[src/rtl/rsp_ring_pkg.sv]
package rsp_ring_pkg;
    localparam int PTR_W = 8;

    localparam logic [3:0] OFS_LBASE = 4'h0;
    localparam logic [3:0] OFS_UBASE = 4'h4;
    localparam logic [3:0] OFS_WIDX  = 4'h8;
    localparam logic [3:0] OFS_LIMIT = 4'hA;
    localparam logic [3:0] OFS_CTL   = 4'hC;
    localparam logic [3:0] OFS_STS   = 4'hD;
    localparam logic [3:0] OFS_SIZE  = 4'hE;

    typedef enum logic {ENG_IDLE, ENG_STORE} eng_state_e;

    function automatic logic [PTR_W-1:0] depth_mask(input logic [1:0] sel);
        case (sel)
            2'b00:   return 8'h01;
            2'b01:   return 8'h0F;
            default: return 8'hFF;
        endcase
    endfunction
endpackage

[src/rtl/rsp_ring_slot.sv]
module rsp_ring_slot
    import rsp_ring_pkg::*;
(
    input  logic [PTR_W-1:0] widx,
    input  logic [1:0]       sel,
    input  logic [PTR_W-1:0] host_rd,
    output logic [PTR_W-1:0] slot,
    output logic             full
);
    assign slot = (widx + 1'b1) & depth_mask(sel);
    assign full = (slot == host_rd);
endmodule

[src/rtl/rsp_ring_addr.sv]
module rsp_ring_addr #(
    parameter int AW    = 64,
    parameter int SW    = 8,
    parameter int ALIGN = 7
) (
    input  logic [31:0]         ubase,
    input  logic [31-ALIGN:0]   lbase,
    input  logic [SW-1:0]       slot,
    output logic [AW-1:0]       addr
);
    localparam int OFS_PAD = AW - SW - 3;
    assign addr = {ubase, lbase, {ALIGN{1'b0}}} + {{OFS_PAD{1'b0}}, slot, 3'b000};
endmodule

[src/rtl/rsp_ring_writer.sv]
module rsp_ring_writer
    import rsp_ring_pkg::*;
#(
    parameter int         ENTRY_W      = 64,
    parameter logic [2:0] CAP_MASK     = 3'b111,
    parameter logic [1:0] SIZE_SEL_RST = 2'b00
) (
    input  logic               clk,
    input  logic               rst_n,
    input  logic               reg_wr,
    input  logic [3:0]         reg_addr,
    input  logic [31:0]        reg_wdata,
    output logic [31:0]        reg_rdata,
    input  logic               rsp_valid,
    input  logic [ENTRY_W-1:0] rsp_data,
    output logic               rsp_ready,
    input  logic [PTR_W-1:0]   host_rd_idx,
    output logic               mem_req,
    output logic [63:0]        mem_addr,
    output logic [ENTRY_W-1:0] mem_data,
    input  logic               mem_ready,
    output logic               irq
);
    localparam int ALIGN = 7;

    typedef struct packed {
        logic [31:0]        ubase;
        logic [31-ALIGN:0]  lbase;
        logic [PTR_W-1:0]   widx;
        logic [PTR_W-1:0]   limit;
        logic [PTR_W-1:0]   count;
        logic               ien;
        logic               run;
        logic               hit;
        logic               ovr;
        logic [1:0]         sel;
        eng_state_e         st;
        logic [PTR_W-1:0]   slot;
        logic [ENTRY_W-1:0] data;
    } regs_t;

    regs_t regs_d, regs_q;
    logic [PTR_W-1:0] next_slot;
    logic             ring_full;
    logic             take, done, hit_set, ovr_set, idx_reset;

    rsp_ring_slot u_slot (
        .widx    (regs_q.widx),
        .sel     (regs_q.sel),
        .host_rd (host_rd_idx),
        .slot    (next_slot),
        .full    (ring_full)
    );

    rsp_ring_addr #(.AW(64), .SW(PTR_W), .ALIGN(ALIGN)) u_addr (
        .ubase (regs_q.ubase),
        .lbase (regs_q.lbase),
        .slot  (regs_q.slot),
        .addr  (mem_addr)
    );

    assign rsp_ready = regs_q.run && !regs_q.hit && (regs_q.st == ENG_IDLE);
    assign take      = rsp_valid && rsp_ready;
    assign done      = (regs_q.st == ENG_STORE) && mem_ready;
    assign mem_req   = (regs_q.st == ENG_STORE);
    assign mem_data  = regs_q.data;
    assign irq       = regs_q.hit && regs_q.ien;
    assign idx_reset = reg_wr && (reg_addr == OFS_WIDX) && reg_wdata[15];

    always_comb begin
        regs_d  = regs_q;
        hit_set = 1'b0;
        ovr_set = 1'b0;
        if (take) begin
            if (ring_full) begin
                ovr_set = 1'b1;
            end else begin
                regs_d.st   = ENG_STORE;
                regs_d.slot = next_slot;
                regs_d.data = rsp_data;
            end
        end
        if (done) begin
            regs_d.st   = ENG_IDLE;
            regs_d.widx = regs_q.slot;
            if (regs_q.count + 1'b1 == regs_q.limit) begin
                regs_d.count = '0;
                hit_set      = 1'b1;
            end else begin
                regs_d.count = regs_q.count + 1'b1;
            end
        end
        if (reg_wr) begin
            case (reg_addr)
                OFS_LBASE: regs_d.lbase = reg_wdata[31:ALIGN];
                OFS_UBASE: regs_d.ubase = reg_wdata;
                OFS_WIDX:  if (reg_wdata[15]) begin
                               regs_d.widx  = '0;
                               regs_d.count = '0;
                           end
                OFS_LIMIT: regs_d.limit = reg_wdata[PTR_W-1:0];
                OFS_CTL: begin
                    regs_d.ien = reg_wdata[0];
                    regs_d.run = reg_wdata[1];
                end
                OFS_STS: begin
                    if (reg_wdata[0]) regs_d.hit = 1'b0;
                    if (reg_wdata[2]) regs_d.ovr = 1'b0;
                end
                OFS_SIZE:  if (reg_wdata[1:0] != 2'b11) regs_d.sel = reg_wdata[1:0];
                default: ;
            endcase
        end
        if (hit_set) regs_d.hit = 1'b1;
        if (ovr_set) regs_d.ovr = 1'b1;
    end

    always_ff @(posedge clk) begin
        if (!rst_n) begin
            regs_q     <= '0;
            regs_q.sel <= SIZE_SEL_RST;
            regs_q.st  <= ENG_IDLE;
        end else begin
            regs_q <= regs_d;
        end
    end

    always_comb begin
        reg_rdata = '0;
        case (reg_addr)
            OFS_LBASE: reg_rdata = {regs_q.lbase, {ALIGN{1'b0}}};
            OFS_UBASE: reg_rdata = regs_q.ubase;
            OFS_WIDX:  reg_rdata[PTR_W-1:0] = regs_q.widx;
            OFS_LIMIT: reg_rdata[PTR_W-1:0] = regs_q.limit;
            OFS_CTL:   reg_rdata[1:0] = {regs_q.run, regs_q.ien};
            OFS_STS:   reg_rdata[2:0] = {regs_q.ovr, 1'b0, regs_q.hit};
            OFS_SIZE:  reg_rdata[7:0] = {1'b0, CAP_MASK, 2'b00, regs_q.sel};
            default:   reg_rdata = '0;
        endcase
    end

    // an outstanding write keeps its request, address and data
    a_r9_req_hold: assert property (@(posedge clk) disable iff (!rst_n)
        mem_req && !mem_ready |=> mem_req && $stable(mem_addr) && $stable(mem_data));

    // the index moves to the stored slot once the write completes
    a_r2_publish: assert property (@(posedge clk) disable iff (!rst_n)
        mem_req && mem_ready && !idx_reset |=> regs_q.widx == $past(regs_q.slot));

    // the count flag persists until software clears it
    a_r6_hold_flag: assert property (@(posedge clk) disable iff (!rst_n)
        regs_q.hit && !(reg_wr && reg_addr == OFS_STS && reg_wdata[0]) |=> regs_q.hit);

    // a response taken into a full ring makes no memory write
    a_r8_drop: assert property (@(posedge clk) disable iff (!rst_n)
        rsp_valid && rsp_ready && ring_full |=> !mem_req);

    // no write starts while intake is disabled
    a_r5_off_idle: assert property (@(posedge clk) disable iff (!rst_n)
        !regs_q.run && !mem_req |=> !mem_req);
endmodule

[config.mk]
export PLATFORM = sky130hd
export DESIGN_NAME = rsp_ring_writer
export DESIGN_NICKNAME = d
export VERILOG_FILES = /design/src/rtl/rsp_ring_pkg.sv /design/src/rtl/rsp_ring_slot.sv /design/src/rtl/rsp_ring_addr.sv /design/src/rtl/rsp_ring_writer.sv
export SDC_FILE = /design/constraint.sdc
export NUM_CORES = 1
export LEC_CHECK = 0
export ABC_AREA = 1
export CORE_MARGIN = 5
export CORE_UTILIZATION = 30
export DETAILED_ROUTE_END_ITERATION = 8
export HOLD_SLACK_MARGIN = 0.03
export PLACE_DENSITY = 0.66
export REMOVE_ABC_BUFFERS = 1
export SLEW_MARGIN = 30
export SYNTH_ARGS = -nofsm -noshare
export SYNTH_HDL_FRONTEND = slang
export SYNTH_HIERARCHICAL = 1
export SYNTH_SLANG_ARGS = --single-unit
[constraint.sdc]
create_clock -name clk -period 3 [get_ports clk]
set_input_delay 0.75 -clock clk [delete_from_list [all_inputs] [get_ports clk]]
set_output_delay 0.75 -clock clk [all_outputs]
set_load 0.01 [all_outputs]
==> impl_metrics.env <==
export IMPL_yosysWarningCount=6
export IMPL_avgRoutedWirePerCell_um=17.1
export IMPL_grt_pass1_wl_um=54600
export IMPL_p_switching_w=0.00130
export IMPL_drive_above_1_share=0.190
export IMPL_clockBufferDepth=2
export IMPL_ys_ff_latch=160
export IMPL_hpwl_um=27500
export IMPL_die_area_mm2=0.0349
export IMPL_fillers=3139
export IMPL_async_flop_share=0
export IMPL_drtAntennaViolNets=0
export IMPL_clkSinkCount=160
export IMPL_cellPowerDensity_mw_per_mm2=361
export IMPL_p_total_w=0.00482
export IMPL_cts_tree="yes"
export IMPL_syn_area_per_cell_um2=6.55
export IMPL_worstSetupPathType="register to output port"
export IMPL_clock_skew_ps=14.8
export IMPL_synthAdderAreaFrac=0.0101
export IMPL_critPathMaxFanout=3
export IMPL_cp_start_kind="register"
export IMPL_ys_seq_area_frac=0.341
export IMPL_required_ps=2250
export IMPL_area_delta_synth_final_pct=42.3
export IMPL_drt_total_wl_um=35800
export IMPL_internal_power_w=0.00352
export IMPL_rsz0062_at_grt="yes"
export IMPL_synth_cell_types=45
export IMPL_relSlewSlack=0.653
export IMPL_drtIter0Drc=700
export IMPL_dr_total_vias=10200
export IMPL_synthXorXnorAreaFrac=0.0382
export IMPL_synth_cells=1434
export IMPL_drv_cap=0
export IMPL_synth_area_mm2=0.00939
export IMPL_synth_top_family_by_area="simple AND/OR/NAND/NOR gates"
export IMPL_synth_simple_area_share=0.303
export IMPL_hp_class="register to register"
export IMPL_peakVddDrop_v=0.000330
export IMPL_period_share=0.995
export IMPL_finalHoldViolations=0
export IMPL_fin_util=0.435
export IMPL_path_clk_slew_ps=70
export IMPL_setup_viol=0
export IMPL_synth_ff_type="dfxtp_1"
export IMPL_numPortBuffers=272
export IMPL_grt_max_degree=94
export IMPL_nets=1805
export IMPL_grt_antenna_before_repair=0
export IMPL_synth_compound_area_frac=0.163
export IMPL_synth_edff_count=0
export IMPL_pwr_share_seq=0.455
export IMPL_status="finished, final reports clean"
export IMPL_htreeDepth=4
export IMPL_drcViolationCount=0
export IMPL_grt_pass1_vias=9876
export IMPL_clkPwrFrac=0.444
export IMPL_end_kind="output port"
export IMPL_die_w_um=187
export IMPL_numCtsBuffers=17
export IMPL_tightest_slew_ps=521
export IMPL_grt_remaining_overflow=0
export IMPL_antenna_cells=0
export IMPL_first_pass_iters=5
export IMPL_grtUsageTotal=0.197
export IMPL_die_h_um=187
export IMPL_whs_ps=490
export IMPL_row_count=64
export IMPL_cts_root_buf="clkbuf_16"
export IMPL_ios=276
export IMPL_fp_coreArea_mm2=0.0307
export IMPL_finalCriticalPeriod_ps=2990
export IMPL_start_util=0.305
export IMPL_viasPerCell=4.86
export IMPL_insertion_delay_ps=450
export IMPL_synth_mux_area_frac=0
export IMPL_clock_fmax_mhz=335
export IMPL_power_frac_comb=0.100
export IMPL_slew_viol_final=0
export IMPL_p_leak_nw=5.57
export IMPL_place_congestion=0.975
export IMPL_arrival_ps=2240
export IMPL_switching_share=0.269
## power groups by stage
stage               combinational [W]  sequential (W)  clock (W)
CTS                          0.000483         0.00219    0.00220
global route                 0.000520         0.00220    0.00228
finish                       0.000483         0.00220    0.00214
detailed placement           0.000479         0.00224          0
global placement             0.000474         0.00224          0
floorplan                    0.000135         0.00224          0
## registers in the layout, summed over array words and instances (netlist names)
signal / count
mem_req: 1
mem_data: 64
regs_q: 95
## worst paths after layout
kind	startpoint	to	slack (ps)	cells past startpoint
setup reg to reg	regs_q[95]$_SDFF_PN0_	mem_data[56]$_SDFFE_PN0P_	630	15
hold / removal	regs_q[78]$_SDFFE_PN0P_	regs_q[78]$_SDFFE_PN0P_	490	2
hold reg to reg	regs_q[78]$_SDFFE_PN0P_	regs_q[78]$_SDFFE_PN0P_	490	2
setup / recovery	regs_q[68]$_SDFFE_PN0P_	mem_addr[51]	10	11
## timing repair
action                                  in CTS  in global routing
pin swaps                                   14                 24
setup buffers                               14                  2
gates resized for setup                    280                 90
hold buffers                                 0                  0
endpoints found under the setup margin      87                 67
gates cloned                                 2                  0
## metal layers
layer	wire [um]	GRT usage
met5	0	0
met1	15800	0.251
met4	771	0.0594
met3	2720	0.0539
met2	16500	0.325
## cell usage in the layout (no fill, tap or decap), types with 12 or more instances in the layout
cell type and n:
nand2_1 243, nor2_1 242, clkdlybuf4s50_1 180, inv_1 152
o21ai_0 144, dfxtp_1 134, a21oi_1 92, buf_4 64
nand3_1 57, nand2_2 34, buf_2 30, nor2_2 23
o22ai_1 23, dlygate4sd2_1 23, dfxtp_2 22, xor2_1 18
clkbuf_16 17, nand4_1 16, clkbuf_2 16, nor2_4 12
## per-stage QoR
| stage | setup TNS [ps] | setup slack [ps] | std cells | instance area [um^2] |
|---|---|---|---|---|
| 2_1_floorplan | -26600 | -369 | 1313 | 8650 |
| 3_3_place_gp | -14570 | -504 | 2044 | 12400 |
| 3_5_place_dp | -15130 | -538 | 2044 | 12400 |
| 4_1_cts | -81.5 | -24.0 | 2092 | 13300 |
| 5_1_grt | -688 | -107 | 2094 | 13400 |
| 6_report | 0 | 13.7 | 2094 | 13400 |
## synthesized netlist by cell type (all sizes together) (3+ instances only)
master / n / area, um^2
nand4: 16 / 100
xnor2: 20 / 175
clkbuf: 33 / 124
dfxtp: 160 / 3200
nor2: 277 / 1140
o21ai: 150 / 754
a21oi: 93 / 469
o211ai: 4 / 30.0
xor2: 21 / 184
and2: 3 / 18.8
inv: 160 / 601
nand3: 69 / 383
buf: 90 / 629
nand2: 283 / 1120
o22ai: 25 / 156
ha: 6 / 75.1
nor3: 3 / 42.5
o21bai: 4 / 30.0
## area by class of cell
| type | instances | area, um^2 | share of cell area |
|---|---|---|---|
| multi-input cells | 993 | 5180 | 0.388 |
| clock buffers | 18 | 439 | 0.0329 |
| repair buffers | 353 | 3270 | 0.244 |
| clock inverters | 14 | 123 | 0.00917 |
| inverters | 160 | 614 | 0.0460 |
| flip-flops and latches | 160 | 3250 | 0.243 |
| well taps | 396 | 495 | 0.0371 |
## worst max-delay path: stages, from the launching register on
cell     delay (ps)
dfxtp_2         340
ha_4            170
fa_2            360
nand2_2          90
nand3_4          90
buf_6           140
nand2_4          90
buf_12          110
nor2_4           40
nand3_2          60
xor2_1          140
buf_2           160
## kinds of logic (layout without fill, tap and decap cells)
logic type	after synthesis	in the layout
xor+xnor	41	41
other cells	1	3
simple gates	656	656
fa+ha+maj	7	7
compound gates	286	286
flops	160	160
buf+inv	283	545
(Power assumes the default switching activity.)
